**config.mk**
```make
export PLATFORM = sky130hd
export DESIGN_NAME = codec_cmd_shifter
export DESIGN_NICKNAME = d
export VERILOG_FILES = /design/src/rtl/cmdshift_pkg.sv /design/src/rtl/cmdshift_decode.sv /design/src/rtl/cmdshift_frame.sv /design/src/rtl/cmdshift_pulse.sv /design/src/rtl/codec_cmd_shifter.sv
export SDC_FILE = /design/constraint.sdc
export NUM_CORES = 1
export LEC_CHECK = 0
export CORE_MARGIN = 2
export CORE_UTILIZATION = 49
export CTS_BUF_LIST = sky130_fd_sc_hd__clkbuf_8
export CTS_CLUSTER_SIZE = 24
export DETAILED_ROUTE_END_ITERATION = 7
export HOLD_SLACK_MARGIN = 0.08
export PLACE_DENSITY = 0.78
export SLEW_MARGIN = 20
export SYNTH_ARGS = -nofsm -noshare
export SYNTH_HDL_FRONTEND = slang
export SYNTH_HIERARCHICAL = 1
export SYNTH_SLANG_ARGS = --single-unit
```
**constraint.sdc**
```tcl
create_clock -name clk -period 2.6 [get_ports clk]
set_clock_uncertainty 0.1 [all_clocks]
set_input_delay 0.26 -clock clk [delete_from_list [all_inputs] [get_ports clk]]
set_output_delay 0.26 -clock clk [all_outputs]
set_load 0.02 [all_outputs]
```
**src/rtl/cmdshift_pkg.sv**
```systemverilog
package cmdshift_pkg;
  typedef enum logic [1:0] {
    TGT_NONE = 2'd0,
    TGT_DAC  = 2'd1,
    TGT_ADC  = 2'd2
  } tgt_e;

  typedef enum logic [1:0] {
    PH_IDLE = 2'd0,
    PH_LOW  = 2'd1,
    PH_HIGH = 2'd2
  } phase_e;
endpackage

```
**src/rtl/cmdshift_decode.sv**
```systemverilog
module cmdshift_decode #(
  parameter int ADDR_W    = 8,
  parameter int DATA_W    = 8,
  parameter int BIT_POS   = 7,
  parameter logic [ADDR_W-1:0] A_DATA     = 8'h2C,
  parameter logic [ADDR_W-1:0] A_OPEN_DAC = 8'h38,
  parameter logic [ADDR_W-1:0] A_CLOSE    = 8'h28
) (
  input  logic              rd,
  input  logic              wr,
  input  logic [ADDR_W-1:0] addr,
  input  logic [DATA_W-1:0] wdata,
  output logic              req_open_dac,
  output logic              req_open_adc,
  output logic              req_close,
  output logic              req_bit,
  output logic              bit_val
);
  always_comb begin
    req_open_dac = rd && (addr == A_OPEN_DAC);
    req_open_adc = rd && (addr == A_DATA);
    req_close    = rd && (addr == A_CLOSE);
    req_bit      = wr && (addr == A_DATA);
    bit_val      = wdata[BIT_POS];
  end
endmodule

```
**src/rtl/cmdshift_frame.sv**
```systemverilog
module cmdshift_frame
  import cmdshift_pkg::*;
#(
  parameter int DAC_BITS = 16,
  parameter int ADC_BITS = 32,
  parameter int CNT_W    = 6
) (
  input  logic             clk,
  input  logic             rst_n,
  input  logic             req_open_dac,
  input  logic             req_open_adc,
  input  logic             req_close,
  input  logic             req_bit,
  input  logic             busy,
  output tgt_e             tgt,
  output logic             bit_go,
  output logic             len_err
);
  localparam logic [CNT_W-1:0] CNT_MAX = {CNT_W{1'b1}};
  localparam logic [CNT_W-1:0] DAC_LEN = CNT_W'(DAC_BITS);
  localparam logic [CNT_W-1:0] ADC_LEN = CNT_W'(ADC_BITS);

  tgt_e             tgt_q, tgt_d;
  logic [CNT_W-1:0] cnt_q, cnt_d;
  logic             err_q, err_d;
  logic             open_now;
  logic [CNT_W-1:0] want_len;

  always_comb begin
    open_now = (tgt_q != TGT_NONE);
    want_len = (tgt_q == TGT_DAC) ? DAC_LEN : ADC_LEN;
    bit_go   = req_bit && open_now && !busy;
    tgt_d    = tgt_q;
    cnt_d    = cnt_q;
    err_d    = err_q;
    if (!busy) begin
      if (!open_now && req_open_dac) begin
        tgt_d = TGT_DAC;
        cnt_d = '0;
        err_d = 1'b0;
      end else if (!open_now && req_open_adc) begin
        tgt_d = TGT_ADC;
        cnt_d = '0;
        err_d = 1'b0;
      end else if (open_now && req_close) begin
        tgt_d = TGT_NONE;
        err_d = (cnt_q != want_len);
      end else if (bit_go && cnt_q != CNT_MAX) begin
        cnt_d = cnt_q + 1'b1;
      end
    end
  end

  always_ff @(posedge clk or negedge rst_n) begin
    if (!rst_n) begin
      tgt_q <= TGT_NONE;
      cnt_q <= '0;
      err_q <= 1'b0;
    end else begin
      tgt_q <= tgt_d;
      cnt_q <= cnt_d;
      err_q <= err_d;
    end
  end

  assign tgt     = tgt_q;
  assign len_err = err_q;

  AST_CNT_STEP: assert property (@(posedge clk) disable iff (!rst_n)
    (tgt_q != TGT_NONE && $past(tgt_q) == tgt_q) |->
      (cnt_q == $past(cnt_q) || cnt_q == $past(cnt_q) + 1'b1)) else $error("cnt step");
  AST_ERR_ON_CLOSE: assert property (@(posedge clk) disable iff (!rst_n)
    $rose(err_q) |-> ($past(tgt_q) != TGT_NONE && tgt_q == TGT_NONE)) else $error("err rise");
endmodule

```
**src/rtl/cmdshift_pulse.sv**
```systemverilog
module cmdshift_pulse
  import cmdshift_pkg::*;
#(
  parameter int PHASE_CYC = 2
) (
  input  logic clk,
  input  logic rst_n,
  input  logic start,
  input  logic bit_in,
  output logic sclk,
  output logic sdat,
  output logic busy
);
  localparam int PW = (PHASE_CYC > 1) ? $clog2(PHASE_CYC) : 1;
  localparam logic [PW-1:0] PH_LAST = PW'(PHASE_CYC - 1);

  phase_e        st_q, st_d;
  logic [PW-1:0] pc_q, pc_d;
  logic          dat_q, dat_d;

  always_comb begin
    st_d  = st_q;
    pc_d  = pc_q;
    dat_d = dat_q;
    unique case (st_q)
      PH_IDLE: if (start) begin
        st_d  = PH_LOW;
        pc_d  = '0;
        dat_d = bit_in;
      end
      PH_LOW: if (pc_q == PH_LAST) begin
        st_d = PH_HIGH;
        pc_d = '0;
      end else begin
        pc_d = pc_q + 1'b1;
      end
      PH_HIGH: if (pc_q == PH_LAST) begin
        st_d = PH_IDLE;
        pc_d = '0;
      end else begin
        pc_d = pc_q + 1'b1;
      end
      default: st_d = PH_IDLE;
    endcase
  end

  always_ff @(posedge clk or negedge rst_n) begin
    if (!rst_n) begin
      st_q  <= PH_IDLE;
      pc_q  <= '0;
      dat_q <= 1'b0;
    end else begin
      st_q  <= st_d;
      pc_q  <= pc_d;
      dat_q <= dat_d;
    end
  end

  assign sclk = (st_q != PH_LOW);
  assign sdat = dat_q;
  assign busy = (st_q != PH_IDLE);

  AST_DAT_HOLD: assert property (@(posedge clk) disable iff (!rst_n)
    (busy && $past(busy)) |-> $stable(dat_q)) else $error("data moved");
  AST_RISE_ENDS_LOW: assert property (@(posedge clk) disable iff (!rst_n)
    $rose(sclk) |-> (busy && $past(st_q) == PH_LOW)) else $error("bad rise");
endmodule

```
**src/rtl/codec_cmd_shifter.sv**
```systemverilog
module codec_cmd_shifter
  import cmdshift_pkg::*;
#(
  parameter int ADDR_W    = 8,
  parameter int DATA_W    = 8,
  parameter int BIT_POS   = 7,
  parameter int PHASE_CYC = 2,
  parameter int DAC_BITS  = 16,
  parameter int ADC_BITS  = 32,
  parameter int CNT_W     = 6,
  parameter logic [ADDR_W-1:0] A_DATA     = 8'h2C,
  parameter logic [ADDR_W-1:0] A_OPEN_DAC = 8'h38,
  parameter logic [ADDR_W-1:0] A_CLOSE    = 8'h28
) (
  input  logic              clk,
  input  logic              rst_n,
  input  logic              host_rd,
  input  logic              host_wr,
  input  logic [ADDR_W-1:0] host_addr,
  input  logic [DATA_W-1:0] host_wdata,
  output logic              dac_cs_n,
  output logic              adc_cs_n,
  output logic              ser_clk,
  output logic              ser_dat,
  output logic              ser_busy,
  output logic              frame_len_err
);
  logic req_open_dac, req_open_adc, req_close, req_bit, bit_val, bit_go;
  tgt_e tgt;

  cmdshift_decode #(
    .ADDR_W(ADDR_W), .DATA_W(DATA_W), .BIT_POS(BIT_POS),
    .A_DATA(A_DATA), .A_OPEN_DAC(A_OPEN_DAC), .A_CLOSE(A_CLOSE)
  ) u_dec (
    .rd(host_rd), .wr(host_wr), .addr(host_addr), .wdata(host_wdata),
    .req_open_dac(req_open_dac), .req_open_adc(req_open_adc),
    .req_close(req_close), .req_bit(req_bit), .bit_val(bit_val)
  );

  cmdshift_frame #(
    .DAC_BITS(DAC_BITS), .ADC_BITS(ADC_BITS), .CNT_W(CNT_W)
  ) u_frame (
    .clk(clk), .rst_n(rst_n),
    .req_open_dac(req_open_dac), .req_open_adc(req_open_adc),
    .req_close(req_close), .req_bit(req_bit), .busy(ser_busy),
    .tgt(tgt), .bit_go(bit_go), .len_err(frame_len_err)
  );

  cmdshift_pulse #(.PHASE_CYC(PHASE_CYC)) u_pulse (
    .clk(clk), .rst_n(rst_n), .start(bit_go), .bit_in(bit_val),
    .sclk(ser_clk), .sdat(ser_dat), .busy(ser_busy)
  );

  assign dac_cs_n = (tgt != TGT_DAC);
  assign adc_cs_n = (tgt != TGT_ADC);

  AST_ONE_SELECT: assert property (@(posedge clk) disable iff (!rst_n)
    $onehot0({~dac_cs_n, ~adc_cs_n})) else $error("two selects");
  AST_LOW_NEEDS_FRAME: assert property (@(posedge clk) disable iff (!rst_n)
    !ser_clk |-> (!dac_cs_n || !adc_cs_n)) else $error("clock outside frame");
  AST_IDLE_WR_DROP: assert property (@(posedge clk) disable iff (!rst_n)
    (host_wr && host_addr == A_DATA && dac_cs_n && adc_cs_n && !ser_busy) |=> ser_clk)
    else $error("idle write toggled");
  AST_BUSY_HOLDS_CS: assert property (@(posedge clk) disable iff (!rst_n)
    (ser_busy && !dac_cs_n) |=> !dac_cs_n) else $error("cs dropped in pulse");
endmodule

```
==> metrics.csv <==
metric;value;unit
Nets;145;
post-cts repair resize count;0;
YS warnings;6;
Syn Nets;124;
slowest stage delay, CP;0.57;ns
multi-input logic area;533;um2
synth top area cells;dfrtp_1 35%, ha_1 9.5%, inv_1 4.1%;
Fill cells;150;
Power Density;398;mW/mm2
synthesized area per cell;9.55;um2
# rows;15;
largest net degree at the start of global routing;14;
core area;0.00175;mm2
adder-cell share of the synthesized area;9.46;%
Setup CP Type;in2reg;
Seq cells post-synth;13;
drt total wl;1780;um
Final setup viols;0;
fmax;433;MHz
I/O pin count;26;
I/O Buffers;18;
crit path max fanout;4;
# DRC;0;
maximum vdd ir drop;0.325;mV
setup slack after layout;0.289;ns
area leader, netlist;dfrtp_1;
Final Cycle Share;88.9;%
vias in the first global route;726;
final count of hold timing violations;0;
Synth Area in XOR/XNOR;0;%
initial DRC count;8;
Post-synth EDFFs;0;
mux share of post-synthesis cell area;2.43;%
Synth Area in Compound Gates;16.9;%
Final GP Congestion;0.798;
vias;790;
vias per cell;5.56;
final std cell area, no fill;0.00116;mm2
Initial Util;53.0;%
antenna violations before repair;0;
Data required, critical path;2.68;ns
gr usage total;19.1;%
top post-synthesis cells by count;13 x dfrtp_1, 10 x inv_1, 7 x ha_1, 7 x nand2_1, 7 x o21ai_0;
sequential share of the synthesized area;35.1;%
Async SR Flop Fraction;100;%
CTS sink cnt;13;
crit-path leading delay family;simple AND/OR/NAND/NOR gates;
global-route wire length before repair;2950;um
largest family of logic cells by synthesized area;simple AND/OR/NAND/NOR gates;
final total power;0.000462;W
Slew Viols, Final;0;
Final ANT Viol Nets;0;
top cell type's share of synthesized area;35.1;%
drt pass-1 iters;4;
GRT Residual Overflow;0;
TritonCTS buffer count;3;
slew margin rel.;60.6;%
synthesis-to-layout area growth;25.3;%
HPWL after detailed placement;1380;um
post-placement cell area;0.00111;mm2
Hold WC Path Type;in2async;
most frequent cell after synthesis;dfrtp_1;
Mapped Area;926;um2
total of max-cap violations;0;
DP Worst Slack;0.0206;ns
Hold WS;0.297;ns
die area;0.00225;mm2
Tmin final;2.31;ns
Startpoint Class;primary input;
die height;47.5;um
share of cells above drive strength 1;13.7;%
post-CTS setup buffer count;0;
static leakage;0.468;nW
CTS max path bufs;2;
CP bufs+invs;1;
Avg WL per Cell;12.5;um
CTS hold repair buffers;0;
Synth cell types;38;
clk slew on worst S/H paths;0.05;ns
Cell Chain, Critical Path;clkdlybuf4s50_1, or4b_4, nor3_2, nand2b_2, nor2_1, nor2b_1, or4b_1, nand2_1;
die width;47.5;um
status;completed;
Slew @ Worst Pin;0.587;ns
htree depth;1;
Register Area;325;um2
Worst setup EP type;register;
RSZ-0062 raised after global routing;no;
Main synth FF type;dfrtp_1;
slowest CP cell;or4b_4;
clock latency on the worst-skew pair;0.24;ns
Mapped Cells;97;
Root Driver;clkbuf_8;
Setup TNS;0;ns
ANT cells;0;
simple-gate share of the synthesized area;28.8;%
CTS tree;built;
crit path DAT;2.39;ns
where the power goes:
| group | internal [W] | leakage, nW | switching, W |
|---|---|---|---|
| Combinational | 0.0000369 | 0.269 | 0.0000315 |
| Sequential | 0.000210 | 0.173 | 0.0000104 |
| Clock | 0.000104 | 0.0269 | 0.0000688 |
placed cells by master (no fill, tap or decap):
| cell type | instances |
|---|---|
| nand4bb_1 | 2 |
| ha_1 | 7 |
| and4bb_2 | 1 |
| and2_1 | 1 |
| clkbuf_8 | 3 |
| and3_1 | 2 |
| inv_1 | 11 |
| nor2_1 | 4 |
| or3b_2 | 1 |
| dfrtp_1 | 13 |
| buf_4 | 1 |
| a2111o_1 | 1 |
| nor2b_1 | 2 |
| a2bb2oi_1 | 1 |
| or4b_4 | 1 |
| nand2b_1 | 3 |
| mux2_2 | 2 |
| nand3b_1 | 1 |
| o221a_2 | 1 |
| or4b_1 | 1 |
| a32o_1 | 1 |
| and2b_2 | 1 |
| nor4_2 | 1 |
| o32ai_1 | 1 |
| a21oi_1 | 4 |
| or2_2 | 1 |
| nor4b_1 | 2 |
| o221ai_1 | 1 |
| o211ai_1 | 3 |
| clkdlybuf4s50_1 | 18 |
| o21ai_1 | 1 |
| nand3_1 | 4 |
| nor3_2 | 2 |
| o31ai_1 | 1 |
| o21ai_0 | 7 |
| nand2b_2 | 1 |
| nor4_1 | 1 |
| o21bai_1 | 1 |
| nand2_1 | 7 |
metal layers:
layer | vias to the layer above | share of wire, % | track usage, %
met5 | - | 0 | 0
met4 | 0 | 1.5 | 11.7
met2 | 16 | 51 | 30.3
met1 | 383 | 45 | 24.1
met3 | 2 | 3.3 | 3.40
li1 | 389 | - | -
kinds of logic (layout without fill, tap and decap cells):
kind of cell    Yosys count  count (layout)
flops                    13              13
mux                       2               2
buf+inv                  13              33
fa+ha+maj                 7               7
simple gates             39              39
compound gates           23              23
path summary, 6_finish.rpt:
check | startpoint | end | slack [ns] | depth (start not counted)
max | host_addr[4] | u_pulse/pc_q | 0.29 | 8
min | rst_n | u_frame/cnt_q[2] | 0.30 | 1
max reg2reg | u_pulse/st_q[0] | u_pulse/pc_q | 0.42 | 8
min reg2reg | u_pulse/sdat | u_pulse/sdat | 0.43 | 1
max in group asynchronous | rst_n | u_pulse/st_q[1] | 1.72 | 1
min in group clk | u_pulse/sdat | u_pulse/sdat | 0.43 | 1
final cells by class:
class	instances	share of cell area (%)
clock buffer	3	3.56
clock inverter	1	0.324
inverter	10	3.24
multi-input combinational	71	46.0
sequential	13	28.0
tap	25	2.70
timing repair buffer	19	16.2
flip-flops by register name, indices dropped and copies added, names as in the netlist:
signal	count
u_frame/tgt	2
u_pulse/pc_q	1
u_pulse/st_q	2
u_frame/cnt_q	6
u_frame/len_err	1
u_pulse/sdat	1
metrics by stage:
step / util (%) / instances
6_report: 66.5 / 142
5_1_grt: 66.5 / 142
4_1_cts: 66.5 / 142
3_5_place_dp: 63.9 / 138
3_3_place_gp: 63.9 / 138
2_1_floorplan: - / 97
(Power assumes the default switching activity.)
